File: config.mk
export PLATFORM = sky130hd
export DESIGN_NAME = tmr_pair
export DESIGN_NICKNAME = d
export VERILOG_FILES = /design/src/rtl/tmr_pkg.sv /design/src/rtl/tmr_sync.sv /design/src/rtl/tmr_core.sv /design/src/rtl/tmr_pair.sv
export SDC_FILE = /design/constraint.sdc
export NUM_CORES = 1
export LEC_CHECK = 0
export ABC_AREA = 1
export BUFFER_PORTS_ARGS = -buffer_cell sky130_fd_sc_hd__buf_2
export CAP_MARGIN = 20
export CORE_MARGIN = 2
export CORE_UTILIZATION = 42
export DETAILED_ROUTE_END_ITERATION = 10
export GPL_TIMING_DRIVEN = 0
export HOLD_SLACK_MARGIN = 0.1
export PLACE_DENSITY = 0.66
export RECOVER_POWER = 100
export SYNTH_ARGS = -nofsm -noshare
export SYNTH_HDL_FRONTEND = slang
export SYNTH_SLANG_ARGS = --single-unit
File: constraint.sdc
create_clock -name clk -period 4 [get_ports clk]
set_input_delay 0.2 -clock clk [delete_from_list [all_inputs] [get_ports clk]]
set_output_delay 0.2 -clock clk [all_outputs]
set_load 0.005 [all_outputs]
File: src/rtl/tmr_pkg.sv
package tmr_pkg;

   // Control register bit positions (shared by both timers)
   localparam int CB_RUN     = 0;
   localparam int CB_PIN_EN  = 1;
   localparam int CB_TOGGLE  = 2;
   localparam int CB_ONESHOT = 3;
   localparam int CB_LOAD    = 4;
   localparam int CB_SRC_LO  = 5;
   localparam int CTL_W      = 8;

   typedef enum logic [1:0] {
      SRC_CLK       = 2'd0,
      SRC_EDGE      = 2'd1,
      SRC_UFA       = 2'd2,
      SRC_UFA_GATED = 2'd3
   } tsrc_e;

   typedef struct packed {
      logic  run;
      logic  pin_en;
      logic  toggle;
      logic  oneshot;
      tsrc_e src;
   } tctl_t;

endpackage

File: src/rtl/tmr_sync.sv
module tmr_sync #(
   parameter int STAGES = 2
) (
   input  logic clk,
   input  logic rst_n,
   input  logic din,
   output logic level,
   output logic rise
);
   localparam int LAST = STAGES - 1;

   generate
      if (STAGES < 1) begin : g_bad
         $error("tmr_sync: STAGES must be at least 1");
      end
   endgenerate

   logic [STAGES:0] sh_q;

   always_ff @(posedge clk) begin
      if (!rst_n) sh_q <= '0;
      else        sh_q <= {sh_q[LAST:0], din};
   end

   assign level = sh_q[LAST];
   assign rise  = sh_q[LAST] & ~sh_q[STAGES];

endmodule

File: src/rtl/tmr_core.sv
module tmr_core
   import tmr_pkg::*;
#(
   parameter int DW   = 8,
   parameter bit IS_B = 1'b0
) (
   input  logic          clk,
   input  logic          rst_n,
   input  logic          wr_lo,
   input  logic          wr_hi,
   input  logic          wr_ctl,
   input  logic [DW-1:0] wdata,
   input  logic          cnt_lvl,
   input  logic          cnt_rise,
   input  logic          ufa_in,
   output logic [2*DW-1:0] count_o,
   output logic [CTL_W-1:0] ctl_o,
   output logic          uf_o,
   output logic          irq_o,
   output logic          pin_o,
   output logic          pin_en_o
);
   localparam int CW = 2 * DW;

   logic [CW-1:0]    latch_q, count_q;
   logic [CTL_W-1:0] ctl_q;
   logic             irq_q, pls_q, tog_q;
   tctl_t            d;
   logic             tick, uf, force_ld, hi_load, running;

   // Source decode: the variant depends on which timer this is
   generate
      if (IS_B) begin : g_src_b
         assign d.src = tsrc_e'(ctl_q[CB_SRC_LO+1:CB_SRC_LO]);
      end else begin : g_src_a
         assign d.src = ctl_q[CB_SRC_LO] ? SRC_EDGE : SRC_CLK;
      end
   endgenerate

   assign d.run     = ctl_q[CB_RUN];
   assign d.pin_en  = ctl_q[CB_PIN_EN];
   assign d.toggle  = ctl_q[CB_TOGGLE];
   assign d.oneshot = ctl_q[CB_ONESHOT];

   always_comb begin
      case (d.src)
         SRC_CLK:       tick = 1'b1;
         SRC_EDGE:      tick = cnt_rise;
         SRC_UFA:       tick = ufa_in;
         SRC_UFA_GATED: tick = ufa_in & cnt_lvl;
         default:       tick = 1'b0;
      endcase
   end

   assign running  = d.run;
   assign uf       = running && tick && (count_q == '0);
   assign force_ld = wr_ctl && wdata[CB_LOAD];
   assign hi_load  = wr_hi && !running;

   always_ff @(posedge clk) begin
      if (!rst_n) begin
         latch_q <= '1;
      end else if (wr_lo) begin
         latch_q[DW-1:0] <= wdata;
      end else if (wr_hi) begin
         latch_q[CW-1:DW] <= wdata;
      end
   end

   always_ff @(posedge clk) begin
      if (!rst_n)                count_q <= '1;
      else if (force_ld)         count_q <= latch_q;
      else if (hi_load)          count_q <= {wdata, latch_q[DW-1:0]};
      else if (uf)               count_q <= latch_q;
      else if (running && tick)  count_q <= count_q - CW'(1);
   end

   always_ff @(posedge clk) begin
      if (!rst_n) begin
         ctl_q <= '0;
      end else if (wr_ctl) begin
         ctl_q <= wdata[CTL_W-1:0] & ~(CTL_W'(1) << CB_LOAD);
      end else if (uf && d.oneshot) begin
         ctl_q[CB_RUN] <= 1'b0;
      end
   end

   always_ff @(posedge clk) begin
      if (!rst_n) begin
         irq_q <= 1'b0;
         pls_q <= 1'b0;
         tog_q <= 1'b0;
      end else begin
         irq_q <= uf;
         pls_q <= uf;
         if (uf) tog_q <= ~tog_q;
      end
   end

   assign count_o  = count_q;
   assign ctl_o    = ctl_q;
   assign uf_o     = uf;
   assign irq_o    = irq_q;
   assign pin_o    = d.toggle ? tog_q : pls_q;
   assign pin_en_o = d.pin_en;

   // Strobe: the counter takes the latch value on the next cycle
   assert_force_load_R6: assert property (@(posedge clk) disable iff (!rst_n)
      force_ld |=> count_q == $past(latch_q));

   // One-shot: an underflow stops the timer unless software rewrites control
   assert_oneshot_stop_R5: assert property (@(posedge clk) disable iff (!rst_n)
      (uf && d.oneshot && !wr_ctl) |=> !ctl_q[CB_RUN]);

   // Stopped timer keeps its count unless a load path fires
   assert_hold_stopped_R7: assert property (@(posedge clk) disable iff (!rst_n)
      (!running && !force_ld && !wr_hi) |=> $stable(count_q));

   // Underflow reloads the latch value
   assert_reload_R4: assert property (@(posedge clk) disable iff (!rst_n)
      (uf && !force_ld) |=> count_q == $past(latch_q));

   // Flag follows the underflow by exactly one cycle
   assert_flag_pulse_R12: assert property (@(posedge clk) disable iff (!rst_n)
      uf |=> irq_o);

endmodule

File: src/rtl/tmr_pair.sv
module tmr_pair
   import tmr_pkg::*;
#(
   parameter int DW          = 8,
   parameter int AW          = 4,
   parameter int OFF_A_LO    = 4,
   parameter int OFF_A_HI    = 5,
   parameter int OFF_B_LO    = 6,
   parameter int OFF_B_HI    = 7,
   parameter int OFF_CTL_A   = 14,
   parameter int OFF_CTL_B   = 15,
   parameter int SYNC_STAGES = 2
) (
   input  logic          clk,
   input  logic          rst_n,
   input  logic          bus_cs,
   input  logic          bus_we,
   input  logic [AW-1:0] bus_addr,
   input  logic [DW-1:0] bus_wdata,
   output logic [DW-1:0] bus_rdata,
   input  logic          cnt_in,
   output logic          uf_a_irq,
   output logic          uf_b_irq,
   output logic          pa_pin,
   output logic          pa_pin_en,
   output logic          pb_pin,
   output logic          pb_pin_en
);
   localparam int CW = 2 * DW;
   localparam int NT = 2;

   generate
      if (DW < CTL_W) begin : g_bad_dw
         $error("tmr_pair: DW must hold a control byte");
      end
      if (OFF_CTL_A >= (1 << AW) || OFF_CTL_B >= (1 << AW)) begin : g_bad_aw
         $error("tmr_pair: offsets exceed address width");
      end
   endgenerate

   logic [NT-1:0]       wr_lo, wr_hi, wr_ctl, uf, irq, pin, pin_en;
   logic [CW-1:0]       cnt_v [NT];
   logic [CTL_W-1:0]    ctl_v [NT];
   logic                cnt_lvl, cnt_rise, unused_b_uf;
   logic                wr;

   assign wr = bus_cs && bus_we;

   tmr_sync #(.STAGES(SYNC_STAGES)) u_sync (
      .clk   (clk),
      .rst_n (rst_n),
      .din   (cnt_in),
      .level (cnt_lvl),
      .rise  (cnt_rise)
   );

   generate
      for (genvar t = 0; t < NT; t++) begin : g_tmr
         localparam int LO  = (t == 0) ? OFF_A_LO  : OFF_B_LO;
         localparam int HI  = (t == 0) ? OFF_A_HI  : OFF_B_HI;
         localparam int CTL = (t == 0) ? OFF_CTL_A : OFF_CTL_B;
         logic ufa;

         assign wr_lo[t]  = wr && (bus_addr == AW'(LO));
         assign wr_hi[t]  = wr && (bus_addr == AW'(HI));
         assign wr_ctl[t] = wr && (bus_addr == AW'(CTL));

         if (t == 0) begin : g_head
            assign ufa = 1'b0;
         end else begin : g_chain
            assign ufa = uf[t-1];
         end

         tmr_core #(.DW(DW), .IS_B(t == 1)) u_core (
            .clk      (clk),
            .rst_n    (rst_n),
            .wr_lo    (wr_lo[t]),
            .wr_hi    (wr_hi[t]),
            .wr_ctl   (wr_ctl[t]),
            .wdata    (bus_wdata),
            .cnt_lvl  (cnt_lvl),
            .cnt_rise (cnt_rise),
            .ufa_in   (ufa),
            .count_o  (cnt_v[t]),
            .ctl_o    (ctl_v[t]),
            .uf_o     (uf[t]),
            .irq_o    (irq[t]),
            .pin_o    (pin[t]),
            .pin_en_o (pin_en[t])
         );
      end
   endgenerate

   assign unused_b_uf = uf[NT-1];

   always_comb begin
      bus_rdata = '0;
      if (bus_cs && !bus_we) begin
         if      (bus_addr == AW'(OFF_A_LO))  bus_rdata = cnt_v[0][DW-1:0];
         else if (bus_addr == AW'(OFF_A_HI))  bus_rdata = cnt_v[0][CW-1:DW];
         else if (bus_addr == AW'(OFF_B_LO))  bus_rdata = cnt_v[1][DW-1:0];
         else if (bus_addr == AW'(OFF_B_HI))  bus_rdata = cnt_v[1][CW-1:DW];
         else if (bus_addr == AW'(OFF_CTL_A)) bus_rdata = DW'(ctl_v[0]);
         else if (bus_addr == AW'(OFF_CTL_B)) bus_rdata = DW'(ctl_v[1]);
      end
   end

   assign uf_a_irq  = irq[0];
   assign uf_b_irq  = irq[1];
   assign pa_pin    = pin[0];
   assign pa_pin_en = pin_en[0];
   assign pb_pin    = pin[1];
   assign pb_pin_en = pin_en[1];

   // B in chained mode only ticks together with an A underflow
   assert_chain_R9: assert property (@(posedge clk) disable iff (!rst_n)
      (ctl_v[1][6:5] == 2'b10 && ctl_v[1][0] && !uf[0] && !wr_hi[1] && !wr_ctl[1])
         |=> $stable(cnt_v[1]));

endmodule

Word-level counts from Yosys, hierarchy flattened
Cells that the tools add are included.
{"block": "totals", "inputBits": 17, "regBits": 85}
{"block": "op_classes", "bitwise_logic": 7, "mux": 24, "reduce_logical": 32, "eq_ne": 12, "add_sub_neg": 2}
{"operator": "2-to-1 mux 16 bit", "n": 8}
{"operator": "2-to-1 mux 8 bit", "n": 7}
{"operator": "zero test 16 bit", "n": 2}
{"operator": "subtractor 16 x 1 -> 16 bit, second input constant", "n": 2}
{"operator": "logical AND 1 bit", "n": 18}
{"operator": "equality test 4 x 3 -> 1 bit, second input constant", "n": 4}
{"operator": "equality test 2 bit, second input constant", "n": 4}
{"operator": "equality test 4 bit, second input constant", "n": 2}
{"operator": "nonzero test 4 bit", "n": 2}
{"operator": "2-to-1 mux 1 bit", "n": 7}
{"operator": "NOT 1 bit", "n": 5}
{"operator": "equality test 2 x 1 -> 1 bit, second input constant", "n": 2}
{"operator": "zero test 2 bit", "n": 2}
{"operator": "one-hot mux 1 bit (4 select lines)", "n": 1}
{"operator": "AND reduction 2 bit", "n": 2}
{"operator": "nonzero test 2 bit", "n": 2}
{"operator": "zero test 1 bit", "n": 3}
{"operator": "one-hot mux 1 bit (3 select lines)", "n": 1}
{"operator": "bitwise AND 1 bit", "n": 2}
{"operator": "OR reduction 2 bit", "n": 1}

Depth between registers and ports, before layout
{"block": "depth", "ltp_word": 13, "ltp_mapped": 14, "mapped_depth_nobuf": 14}

Modules after synthesis
A second synthesis with hierarchy kept.
{"block": "hier_totals", "cells_unflattened": 859, "area_unflattened_um2": 5479.0}
{"mod": "tmr_core at g_tmr[0].u_core", "seq_area_each_um2": 820.8, "n_inst": 1, "cells_per_inst": 355, "area_per_inst_um2": 2443.6}
{"mod": "tmr_core at g_tmr[1].u_core", "seq_area_each_um2": 820.8, "n_inst": 1, "cells_per_inst": 377, "area_per_inst_um2": 2387.3}
{"mod": "tmr_pair", "seq_area_each_um2": 0.0, "n_inst": 1, "cells_per_inst": 116, "area_per_inst_um2": 555.5}
{"mod": "tmr_sync", "seq_area_each_um2": 60.1, "n_inst": 1, "cells_per_inst": 11, "area_per_inst_um2": 92.6}

Worst setup path after synthesis
No wires, ideal clock.
{"block": "synth_path", "path_type": "reg2reg", "from": "reg g_tmr[0].u_core.count_q[0]", "to": "reg g_tmr[1].u_core.ctl_q[0]", "setup_ns": 0.110, "t_arrival_ns": 1.602, "path_stages_with_launch": 12, "path_slack_ns": 2.289, "n_path_buf": 0, "synth_period_minus_slack_ns": 1.711, "path_cell_list": "dfxtp_1 > inv_1 > ha_1 > nand2_1 > nor2_1 > nand4_1 > nand2_1 > nand3_1 > o21ai_0 > o21ai_0 > nand2_1 > inv_1"}
{"block": "synth_between", "elab_chain_len": 8}
{"element": "start: declaration", "line_no": "tmr_core.sv:25", "text": "logic [CW-1:0] latch_q, count_q;"}
{"element": "start signal: assignment", "line_no": "tmr_core.sv:72", "text": "else if (force_ld) count_q <= latch_q;"}
{"element": "start signal: assignment", "line_no": "tmr_core.sv:73", "text": "else if (hi_load) count_q <= {wdata, latch_q[DW-1:0]};"}
{"element": "start signal: assignment", "line_no": "tmr_core.sv:74", "text": "else if (uf) count_q <= latch_q;"}
{"element": "zero test 16 bit *", "line_no": "tmr_core.sv:56", "text": "assign uf = running && tick && (count_q == '0);"}
{"element": "logical AND 1 bit *", "line_no": "tmr_core.sv:56"}
{"element": "bitwise AND 1 bit", "line_no": "tmr_core.sv:50", "text": "SRC_UFA_GATED: tick = ufa_in & cnt_lvl;"}
{"element": "one-hot mux 1 bit (4 select lines) *", "line_no": "tmr_core.sv:46", "text": "case (d.src)"}
{"element": "logical AND 1 bit * (2 in a row)", "line_no": "tmr_core.sv:56"}
{"element": "logical AND 1 bit *", "line_no": "tmr_core.sv:83", "text": "end else if (uf && d.oneshot) begin"}
{"element": "nonzero test 2 bit (no source line) *"}
{"element": "end signal: assignment", "line_no": "tmr_core.sv:82", "text": "ctl_q <= wdata[CTL_W-1:0] & ~(CTL_W'(1) << CB_LOAD);"}
{"element": "end: declaration", "line_no": "tmr_core.sv:26", "text": "logic [CTL_W-1:0] ctl_q;"}
Every way passes the cells marked *; elsewhere a longest branch is shown, timed or not.
A chain may end at the register's enable or synchronous reset.

Worst setup path in the final report
{"block": "layout_path", "from": "in bus_addr[0]", "to": "reg g_tmr[1].u_core.count_q[0]"}
{"block": "layout_between", "elab_chain_len": 5, "elab_cells_between_ends": 9, "cone_classes": "eq/ne: 2; mux: 2; reduce/logical: 5"}
{"element": "start: declaration", "line_no": "tmr_pair.sv:18", "text": "input logic [AW-1:0] bus_addr,"}
{"element": "equality test 4 x 3 -> 1 bit", "line_no": "tmr_pair.sv:65", "text": "assign wr_hi[t] = wr && (bus_addr == AW'(HI));"}
{"element": "logical AND 1 bit", "line_no": "tmr_pair.sv:65"}
{"element": "logical AND 1 bit", "line_no": "tmr_core.sv:58", "text": "assign hi_load = wr_hi && !running;"}
{"element": "2-to-1 mux 16 bit", "line_no": "tmr_core.sv:73"}
{"element": "2-to-1 mux 16 bit", "line_no": "tmr_core.sv:72"}
{"element": "end signal: assignment", "line_no": "tmr_core.sv:72"}
{"element": "end signal: assignment", "line_no": "tmr_core.sv:73"}
{"element": "end signal: assignment", "line_no": "tmr_core.sv:74"}
{"element": "end: declaration", "line_no": "tmr_core.sv:25"}
Several ways; a longest one is shown, not always the timed one.

==> flow_summary.yaml <==
timing:
  finalSetupTns_ns: 0
  fmax_ghz: 0.353
  slew_viol_final: 0
  hold_viol: 0
  rsz0062_at_grt: "no"
  fin_crit_sh: 0.709
  relSlewSlack: 0.446
  setup_viol: 0
  period_needed_ns: 2.83
  fin_skew_ns: 0.00808
  worst_pin_slew_ns: 0.825
  holdWs_ns: 0.135
power_and_ir_drop:
  leakage_nw: 2.49
  p_total_mw: 1.95
  vdd_drop_max_uv: 196
  power_density_nw_per_um2: 361
worst_hold_path:
  min_path_type: "in -> reg"
  hold_depth: 3
  worstHoldEndpoint: "g_tmr[1].u_core.latch_q[1]"
  min_from: "bus_wdata[1]"
global_route:
  antenna_found_initial: 0
  grt_pass1_wl_um: 25100
  grt_max_degree: 14
  grt_util_all_layers: 0.257
  grt_pass1_vias: 4708
  grt-ovfl-total: 0
setup_path:
  cp.arrival_ns: 3.04
  critPathKind: "in -> reg"
  worst_ep_required_time_ns: 4.21
  crit_path_max_fanout: 9
  cpPeakStageDelay_ns: 0.50
  worstPathBufferInverterCount: 5
  cp-end-kind: "flop"
  reg2reg_from: "g_tmr[0].u_core.count_o[0]"
  crit_chain: "clkbuf_1 -> nand2_1 -> nor2_1 -> inv_1 -> nor2_1 -> clkinvlp_2 -> nor2_8 -> inv_1 -> nand2_1 -> inv_1 -> nand2_4 -> nand2_1 -> nand3_1 -> nand3_1"
  reg2reg_to: "g_tmr[1].u_core.count_o[8]"
  startpoint_type: "input pin"
  rrSetupSlack_ns: 1.59
  reg2regPathDepth: 10
  crit_path_top_delay_cell: "clkinvlp_2"
  path_delay_family: "simple AND/OR/NAND/NOR gates"
logic_synthesis:
  synth_nets: 745
  synth_cell_types: 42
  async_flop_share: 0
  ys_ff_latch: 85
  syn-cell-area_sq_um: 4880
  syn-instance-count: 725
  synth.avg_cell_area_sq_um: 6.74
  yosysWarnings: 0
  ys_seq_area_frac: 0.348
  synth_ff_type: "dfxtp_1"
  synth_edf_count: 0
clock_tree:
  clk_latency_ns: 0.35
  cts_tree: "built"
  clockRootBuffer: "clkbuf_16"
  cts_buffer_depth: 2
  cts.sinks: 85
  htree_levels: 3
  numCtsBuffers: 9
  ctsResizeCount: 0
  cts_setup_buffers: 0
  clk_pin_slew_ns: 0.06
  ctsHoldBuffers: 1
die:
  die_h_um: 112
  start_util: 0.430
  io_pins: 31
  design.core.area_sq_um: 11400
  die_w_um: 112
  rows: 39
  die_area_sq_um: 12500
final_layout:
  insertedDiodeCount: 0
  nNetsFinal: 784
  fill_cells: 1219
  area.growth.synth_to_final_pct: 10.7
  fin_util: 0.476
  drive_gt1_frac: 0.0650
  seqCellArea_sq_um: 1700
  multi_input_area_sq_um: 2570
place:
  place_hpwl_um: 11700
  gp_congestion: 0.946
  numPortBuffers: 27
detailed_routing:
  viasPerCell: 5.54
  wl_per_cell_um: 17.0
  drc_errors: 0
  ant_nets: 0
  wirelength_um: 15500
  first_iter_violations: 390
  dr_total_vias: 5048
  first_pass_iters: 7
job:
  max_cap_viol_count: 0
outcome:
  status: "finished clean"
==> cell usage after synthesis, types with 9 or more instances <==
library cell  number  area (sq um)
nand2_1          156           586
inv_1             90           338
dfxtp_1           85          1700
o21ai_0           64           320
nand3_1           57           285
a21oi_1           56           280
nor2_1            51           191
o21ai_1           20           100
clkbuf_1          14          52.6
xor2_1            13           114
inv_2             10          37.5
o211ai_1          10          75.1
nand4_1            9          56.3
o221ai_1           9          78.8
==> power breakdown <==
group          switching [mW]  internal, mW
Clock                   0.351         0.582
Sequential             0.0174         0.862
Combinational          0.0971        0.0413
==> cell usage in the layout (no fill, tap or decap), types with 2 or more instances in the layout <==
| cell | synthesis | layout |
|---|---|---|
| o21ai_1 | 20 | 10 |
| clkbuf_8 | 0 | 2 |
| xnor2_1 | 6 | 6 |
| o211ai_1 | 10 | 10 |
| ha_1 | 3 | 3 |
| nand4_1 | 9 | 9 |
| o21ai_0 | 64 | 74 |
| nand3b_1 | 3 | 3 |
| a221oi_1 | 5 | 5 |
| nand2_4 | 3 | 2 |
| clkinv_1 | 1 | 5 |
| bufinv_16 | 0 | 2 |
| nand2_2 | 4 | 3 |
| a21boi_0 | 1 | 2 |
| xor2_1 | 13 | 13 |
| clkbuf_1 | 14 | 33 |
| nor2_2 | 6 | 4 |
| buf_6 | 2 | 2 |
| nand3_1 | 57 | 59 |
| buf_2 | 6 | 17 |
| o21bai_1 | 2 | 2 |
| inv_1 | 90 | 95 |
| nor3_1 | 5 | 5 |
| o221ai_1 | 9 | 9 |
| o22ai_1 | 4 | 4 |
| nand2_1 | 156 | 158 |
| a31oi_1 | 8 | 8 |
| nor2_1 | 51 | 61 |
| a21oi_1 | 56 | 56 |
| dfxtp_1 | 85 | 85 |
| clkbuf_16 | 0 | 9 |
==> through the flow <==
step	setup WS, ns	instances	cell area (sq um)
floorplan	2.29	725	4880
global placement	1.71	895	5200
detailed placement	1.72	895	5200
CTS	1.71	912	5540
global route	0.815	912	5410
finish	1.17	912	5410
==> cell families after synthesis <==
family | after synthesis | share of synthesized area
flip-flops | 85 | 0.348
AND/OR/NAND/NOR | 308 | 0.292
buffers and inverters | 127 | 0.105
XOR/XNOR | 19 | 0.0341
AO/OA/AOI/OAI | 183 | 0.214
adder cells (fa/ha/maj) | 3 | 0.00769
==> worst min-delay path, cell delays in order <==
cell     delay [ns]
buf_2          0.10
a21oi_1        0.07
o21ai_0        0.07
==> state kept, by name, summed over array words and instances, names as in the netlist <==
name and cells:
g_tmr.u_core.irq_o 2, g_tmr.u_core.tog_q 2, g_tmr.u_core.count_o 32, g_tmr.u_core.latch_q 32, g_tmr.u_core.ctl_o 14, u_sync.sh_q 3
==> worst max path at each step <==
stage / slack (ns) / start / endpoint / cells after the start
global route: 0.82 / bus_addr[0] / g_tmr[1].u_core.count_o[0] / 14
detailed placement: 1.72 / g_tmr[0].u_core.count_o[0] / g_tmr[1].u_core.count_o[13] / 13
global placement: 1.71 / g_tmr[0].u_core.count_o[0] / g_tmr[1].u_core.count_o[12] / 13
floorplan: 2.29 / g_tmr[0].u_core.count_o[0] / g_tmr[1].u_core.ctl_o[0] / 11
CTS: 1.71 / g_tmr[0].u_core.count_o[0] / g_tmr[1].u_core.count_o[13] / 13
finish: 1.17 / bus_addr[0] / g_tmr[1].u_core.count_o[0] / 14
==> final cells by class <==
class	instances	area share
Timing Repair Buffer	28	0.0236
Clock inverter	3	0.0125
Buffer	25	0.0220
Sequential cell	85	0.315
Clock buffer	13	0.0481
Inverter	102	0.0710
Multi-Input combinational cell	513	0.475
Tap cell	143	0.0331
==> per-layer routing <==
layer	GRT usage	wire, um	vias up
li1	-	-	2484
met1	0.349	6760	2318
met2	0.411	7100	210
met3	0.0550	1250	36
met4	0.0774	401	0
met5	0	0	-
(Power assumes the default switching activity.)
